===== config.mk =====
export PLATFORM = sky130hd
export DESIGN_NAME = plane_write_engine
export DESIGN_NICKNAME = d
export VERILOG_FILES = /design/src/rtl/pwe_pkg.sv /design/src/rtl/pwe_cfg_bank.sv /design/src/rtl/pwe_source.sv /design/src/rtl/pwe_lane.sv /design/src/rtl/plane_write_engine.sv
export SDC_FILE = /design/constraint.sdc
export NUM_CORES = 1
export LEC_CHECK = 0
export ABC_AREA = 1
export BUFFER_PORTS_ARGS = -buffer_cell sky130_fd_sc_hd__buf_4
export CORE_UTILIZATION = 45
export DETAILED_ROUTE_END_ITERATION = 16
export HOLD_SLACK_MARGIN = 0.06
export PLACE_DENSITY = 0.64
export SLEW_MARGIN = 5
export SYNTH_ARGS = -nofsm -noshare
export SYNTH_HDL_FRONTEND = slang
export SYNTH_HIERARCHICAL = 1
export SYNTH_SLANG_ARGS = --single-unit

===== constraint.sdc =====
create_clock -name clk -period 1.8 [get_ports clk]
set_input_delay 0.36 -clock clk [delete_from_list [all_inputs] [get_ports clk]]
set_output_delay 0.36 -clock clk [all_outputs]
set_load 0.01 [all_outputs]

===== src/rtl/pwe_pkg.sv =====
// Package: shared sizes, field encodings and the byte rotation helper for
// the four-plane write engine. Assumes power-of-two lane width.
package pwe_pkg;
    localparam int PLANES  = 4;
    localparam int LANE_W  = 8;
    localparam int BUS_W   = PLANES * LANE_W;
    localparam int ROT_W   = $clog2(LANE_W);
    localparam int IDX_W   = 8;

    // Field indices (decoded by the configuration bank)
    localparam logic [IDX_W-1:0] IDX_SETRST = 8'h00;
    localparam logic [IDX_W-1:0] IDX_SR_EN  = 8'h01;
    localparam logic [IDX_W-1:0] IDX_ROTOP  = 8'h03;
    localparam logic [IDX_W-1:0] IDX_MODE   = 8'h05;
    localparam logic [IDX_W-1:0] IDX_MASK   = 8'h08;

    typedef enum logic [1:0] {
        WM_HOST   = 2'd0,
        WM_LATCH  = 2'd1,
        WM_SPREAD = 2'd2,
        WM_COLOR  = 2'd3
    } wmode_t;

    typedef enum logic [1:0] {
        OP_PASS = 2'd0,
        OP_AND  = 2'd1,
        OP_OR   = 2'd2,
        OP_XOR  = 2'd3
    } lop_t;

    // Rotate a lane right by n positions, wrapping low bits to the top.
    function automatic logic [LANE_W-1:0] rotr(input logic [LANE_W-1:0] d,
                                               input logic [ROT_W-1:0]  n);
        logic [2*LANE_W-1:0] w;
        w = {d, d} >> n;
        return w[LANE_W-1:0];
    endfunction
endpackage


===== src/rtl/pwe_cfg_bank.sv =====
// Configuration bank: an index register plus the five control fields.
// Assumes index and data writes are single-cycle strobes; unknown indices
// are dropped silently. All state clears on synchronous active-low reset.
module pwe_cfg_bank
    import pwe_pkg::*;
(
    input  logic                  clk,
    input  logic                  rst_n,
    input  logic                  idx_we,
    input  logic                  dat_we,
    input  logic [IDX_W-1:0]      wdata,
    output logic [IDX_W-1:0]      idx_q,
    output logic [PLANES-1:0]     setrst,
    output logic [PLANES-1:0]     sr_en,
    output logic [ROT_W-1:0]      rot_cnt,
    output lop_t                  lop,
    output wmode_t                wmode,
    output logic [LANE_W-1:0]     bit_mask
);
    // Index register: remembers which field the next data write targets.
    always_ff @(posedge clk) begin
        if (!rst_n)      idx_q <= '0;
        else if (idx_we) idx_q <= wdata;
    end

    // Field registers: update the selected field, ignore unmapped indices.
    always_ff @(posedge clk) begin
        if (!rst_n) begin
            setrst   <= '0;
            sr_en    <= '0;
            rot_cnt  <= '0;
            lop      <= OP_PASS;
            wmode    <= WM_HOST;
            bit_mask <= '0;
        end else if (dat_we) begin
            case (idx_q)
                IDX_SETRST: setrst   <= wdata[PLANES-1:0];
                IDX_SR_EN:  sr_en    <= wdata[PLANES-1:0];
                IDX_ROTOP: begin
                    rot_cnt <= wdata[ROT_W-1:0];
                    lop     <= lop_t'(wdata[ROT_W+1:ROT_W]);
                end
                IDX_MODE:   wmode    <= wmode_t'(wdata[1:0]);
                IDX_MASK:   bit_mask <= wdata[LANE_W-1:0];
                default: ;
            endcase
        end
    end
endmodule


===== src/rtl/pwe_source.sv =====
// Source stage: rotates the host byte, chooses per-plane source data for
// the current write mode and forms the effective bit mask.
// Purely combinational; mode 1 source is unused downstream.
module pwe_source
    import pwe_pkg::*;
(
    input  logic [LANE_W-1:0]  host_byte,
    input  wmode_t             wmode,
    input  logic [ROT_W-1:0]   rot_cnt,
    input  logic [PLANES-1:0]  setrst,
    input  logic [PLANES-1:0]  sr_en,
    input  logic [LANE_W-1:0]  bit_mask,
    output logic [BUS_W-1:0]   src_data,
    output logic [LANE_W-1:0]  eff_mask
);
    logic [LANE_W-1:0] rot_byte;

    // Rotation shared by modes 0 and 3.
    always_comb rot_byte = rotr(host_byte, rot_cnt);

    // Effective mask: host-modulated in mode 3, the field itself otherwise.
    always_comb eff_mask = (wmode == WM_COLOR) ? (rot_byte & bit_mask) : bit_mask;

    for (genvar p = 0; p < PLANES; p++) begin : g_plane
        // Per-plane data selection for the active write mode.
        always_comb begin
            unique case (wmode)
                WM_HOST:   src_data[p*LANE_W +: LANE_W] =
                               sr_en[p] ? {LANE_W{setrst[p]}} : rot_byte;
                WM_SPREAD: src_data[p*LANE_W +: LANE_W] = {LANE_W{host_byte[p]}};
                WM_COLOR:  src_data[p*LANE_W +: LANE_W] = {LANE_W{setrst[p]}};
                default:   src_data[p*LANE_W +: LANE_W] = rot_byte;
            endcase
        end
    end
endmodule


===== src/rtl/pwe_lane.sv =====
// One plane lane: logic operation against the latch byte, mask merge and
// the latch-copy override. Combinational; one instance per plane.
module pwe_lane
    import pwe_pkg::*;
(
    input  wmode_t             wmode,
    input  lop_t               lop,
    input  logic [LANE_W-1:0]  src,
    input  logic [LANE_W-1:0]  latch,
    input  logic [LANE_W-1:0]  eff_mask,
    output logic [LANE_W-1:0]  result
);
    logic [LANE_W-1:0] alu_out;
    logic [LANE_W-1:0] merged;

    // Logic unit: only modes 0 and 2 pass through it.
    always_comb begin
        if (wmode == WM_HOST || wmode == WM_SPREAD) begin
            unique case (lop)
                OP_AND:  alu_out = src & latch;
                OP_OR:   alu_out = src | latch;
                OP_XOR:  alu_out = src ^ latch;
                default: alu_out = src;
            endcase
        end else begin
            alu_out = src;
        end
    end

    // Mask merge: 1 keeps pipeline bit, 0 keeps latch bit.
    always_comb merged = (alu_out & eff_mask) | (latch & ~eff_mask);

    // Mode 1 writes the latch untouched.
    always_comb result = (wmode == WM_LATCH) ? latch : merged;
endmodule


===== src/rtl/plane_write_engine.sv =====
// Top of the four-plane write engine. Holds the control fields, computes
// plane data combinationally and registers data and strobes, one cycle
// after host_wr. Assumes latch_in and plane_en are valid with host_wr.
module plane_write_engine
    import pwe_pkg::*;
(
    input  logic                  clk,
    input  logic                  rst_n,
    input  logic                  cfg_idx_we,
    input  logic                  cfg_dat_we,
    input  logic [IDX_W-1:0]      cfg_wdata,
    input  logic                  host_wr,
    input  logic [LANE_W-1:0]     host_byte,
    input  logic [BUS_W-1:0]      latch_in,
    input  logic [PLANES-1:0]     plane_en,
    output logic [BUS_W-1:0]      plane_data,
    output logic [PLANES-1:0]     plane_strobe
);
    logic [IDX_W-1:0]  idx_q;
    logic [PLANES-1:0] setrst;
    logic [PLANES-1:0] sr_en;
    logic [ROT_W-1:0]  rot_cnt;
    lop_t              lop;
    wmode_t            wmode;
    logic [LANE_W-1:0] bit_mask;
    logic [BUS_W-1:0]  src_data;
    logic [LANE_W-1:0] eff_mask;
    logic [BUS_W-1:0]  next_data;

    pwe_cfg_bank u_cfg (
        .clk      (clk),
        .rst_n    (rst_n),
        .idx_we   (cfg_idx_we),
        .dat_we   (cfg_dat_we),
        .wdata    (cfg_wdata),
        .idx_q    (idx_q),
        .setrst   (setrst),
        .sr_en    (sr_en),
        .rot_cnt  (rot_cnt),
        .lop      (lop),
        .wmode    (wmode),
        .bit_mask (bit_mask)
    );

    pwe_source u_src (
        .host_byte (host_byte),
        .wmode     (wmode),
        .rot_cnt   (rot_cnt),
        .setrst    (setrst),
        .sr_en     (sr_en),
        .bit_mask  (bit_mask),
        .src_data  (src_data),
        .eff_mask  (eff_mask)
    );

    for (genvar p = 0; p < PLANES; p++) begin : g_lane
        pwe_lane u_lane (
            .wmode    (wmode),
            .lop      (lop),
            .src      (src_data[p*LANE_W +: LANE_W]),
            .latch    (latch_in[p*LANE_W +: LANE_W]),
            .eff_mask (eff_mask),
            .result   (next_data[p*LANE_W +: LANE_W])
        );
    end

    // Output data register: captures a result only on a host write.
    always_ff @(posedge clk) begin
        if (!rst_n)       plane_data <= '0;
        else if (host_wr) plane_data <= next_data;
    end

    // Strobe register: plane enables for one cycle after a host write.
    always_ff @(posedge clk) begin
        if (!rst_n) plane_strobe <= '0;
        else        plane_strobe <= host_wr ? plane_en : '0;
    end
endmodule


==> flow_summary.yaml <==
clocking:
  clockBufferDepth: 2
  htree_levels: 3
  clock_sinks: 67
  cts_tree: "yes"
  hold_buffers: 0
  cts_buffers: 9
  clk_pin_slew_ns: 0.06
  cts_root_buf: "clkbuf_16"
  clk_latency_ns: 0.35
run_status:
  status: "finished with violations"
  violations: "setup timing"
worst_setup_path:
  cp-end-kind: "flop"
  crit_path_start_kind: "flop"
  ff2ff_setup_slack_ns: -0.47
  critPathKind: "reg -> reg"
  worst-path-max-fanout: 8
  rr_startpoint: "u_cfg/rot_cnt[0]"
  arrival_ns: 2.51
  worst_ep_required_time_ns: 2.04
  critPathLaunch: "u_cfg/rot_cnt[0]"
floorplan:
  core_um2: 14800
  die_h_um: 126
  fp-row-count: 44
  start_util_pct: 46.9
  ios: 93
  dieArea_um2: 15900
  die_w_um: 126
place:
  routabilityCongestion: 0.997
  place_hpwl_mm: 15.5
  placement.io_buffers: 92
  placed_area_um2: 8520
synthesis:
  synth_top_area_share_pct: 22.4
  ys_warn_count: 6
  ys_types: 22
  ys_ff_latch: 67
  syn_avg_cell_area_um2: 5.62
  seq_area_frac_synth_pct: 19.4
  syn_inst: 1231
  syn-num-nets: 1352
  synth_area_um2: 6920
  yosys-top-cells-area: "nand2_1 (22%), dfxtp_1 (19%), ha_1 (12%)"
  synth_top_cell_by_area: "nand2_1"
sta:
  period_minus_slack_ns: 2.27
  layout_setup_ws_ns: -0.472
  fin_setup_tns_ns: -13.11
  holdWs_ns: 0.228
  min_period_over_period_pct: 126
  tightest_slew_ns: 0.467
  hold_violations: 0
  max_freq_mhz: 440
  max_slew_margin_pct: 68.8
  fin_skew_ns: 0.0132
  rsz0062_at_grt: "yes"
  slew_viol_final: 0
  setup_viol: 32
final_layout:
  diodes: 0
  drive_above_1_share_pct: 28.8
  final_core_util_pct: 65.0
  fin_area_um2: 9590
  area_delta_synth_final_pct: 38.6
  layout.nets: 1534
global_routing:
  track_usage_pct: 27.9
  grt_pass1_vias: 7639
  grt_max_degree: 39
  grt_overflow: 0
  grt_antenna_before_repair: 0
  grt_pass1_wl_mm: 35.9
pwr:
  intPower_mw: 3.40
  combinationalPowerShare_pct: 27.4
  vdd_drop_max_v: 0.000455
  seqPwrFrac_pct: 32.6
  finalPower_mw: 4.95
  switching_share_pct: 31.4
  leakage_nw: 5.36
  pwr-share-clk_pct: 40.0
  switching_power_mw: 1.56
  powerDensity_nw_per_um2: 516
route:
  viasPerCell: 4.99
  wl_per_cell_um: 13.4
  totalWireLength_mm: 21.5
  firstDrtPassIters: 5
  ant_nets: 0
  drtIter0Drc: 457
  vias: 7990
  drc: 0
worst_hold_path:
  hp-class: "in -> reg"
  min_from: "plane_en[3]"
job:
  maxCapViolations: 0
## synth_stat cells
cell      count
nand2_1     413
inv_1       189
nor2_1      171
nand3_1     158
dfxtp_1      67
ha_1         64
a21oi_1      48
nand2_2      21
inv_2        20
o21ai_0      16
buf_6        14
buf_2        11
buf_4         9
nor2_2        9
nor2_4        8
o21ai_4       4
nand3_2       3
clkbuf_1      2
buf_1         1
inv_8         1
nand2_4       1
nand3b_1      1
## power by group through the flow
stage	combinational [mW]	sequential, mW	clock, mW
after floorplan	0.655	1.67	0
after global placement	1.19	1.65	0
after detailed placement	1.20	1.65	0
after CTS	1.32	1.62	2.02
after global routing	1.52	1.62	2.07
final	1.36	1.62	1.98
## final timing paths
kind                           to  depth (start not counted)
setup / recovery   plane_data[17]                         21
hold / removal    plane_strobe[3]                          3
setup reg to reg   plane_data[17]                         21
hold reg to reg    plane_data[28]                          2
## timing repair
action                     CTS  global route
gates resized for setup    134            21
pin swaps                   45            10
setup endpoints to repair   32            32
buffers inserted            12             2
## registers in the layout, summed over array words and instances (netlist names)
signal / cells
plane_data: 32
plane_strobe: 4
u_cfg/bit_mask: 8
u_cfg/idx_q: 8
u_cfg/lop: 2
u_cfg/rot_cnt: 3
u_cfg/setrst: 4
u_cfg/sr_en: 4
u_cfg/wmode: 2
## layout by cell type (no fill, tap or decap), types with 9 or more instances in the layout
cell       Yosys  layout
dfxtp_1       67      61
inv_2         20      44
nand3_4        0      16
o21ai_0       16      16
nand3_1      158      96
nor2_2         9      13
buf_12         0      12
buf_6         14       9
nand2_1      413     399
buf_4          9     187
a21oi_1       48      48
inv_1        189     163
clkbuf_16      0       9
nor2_1       171     167
nand2_2       21      16
nand2_4        1      19
ha_1          64      58
nand3_2        3      49
## worst max-delay path, cell delays in order (launching register included)
cell and delay, ns:
dfxtp_4 0.36, buf_12 0.14, inv_16 0.06, nand2_4 0.09, nand3_4 0.09, nand3_2 0.11
nand2_4 0.09, buf_4 0.15, nand2_4 0.10, nand3_2 0.12, buf_4 0.16, ha_1 0.18
nand3_1 0.08, nand2_1 0.06, inv_2 0.04, nand2_1 0.04, nand2_1 0.05, nand2_1 0.05
inv_1 0.05, nand2_1 0.04, nand2_1 0.06, nor2_1 0.04
## layer usage
layer  global-route usage (%)  wire (µm)  vias to the layer above
met2                     48.7      10100                      228
met4                     11.5        669                        0
met5                        0          0                        -
met3                     3.87       1090                       49
li1                         -          -                     4100
met1                     34.4       9670                     3613
## through the flow
step           std cells  worst slack, ns
3_5_place_dp        1573           -0.526
3_3_place_gp        1573           -0.521
6_report            1602           -0.472
4_1_cts             1600           -0.378
5_1_grt             1602           -0.654
2_1_floorplan       1231           -0.139
## layout make-up
cell class	count	area (µm²)
Clock buffer	9	225
Timing Repair Buffer	208	1750
Tap cell	184	230
Inverter	210	811
Clock inverter	7	101
Fill cell	1430	5160
Sequential cell	67	1350
Multi-Input combinational cell	917	5130
## logic make-up after synthesis
group                    share of synthesized area [%]
AO/OA/AOI/OAI                                     5.57
flip-flops                                        19.4
adder cells (fa/ha/maj)                           11.6
AND/OR/NAND/NOR                                   47.8
buffers and inverters                             15.7
(Power assumes the default switching activity.)
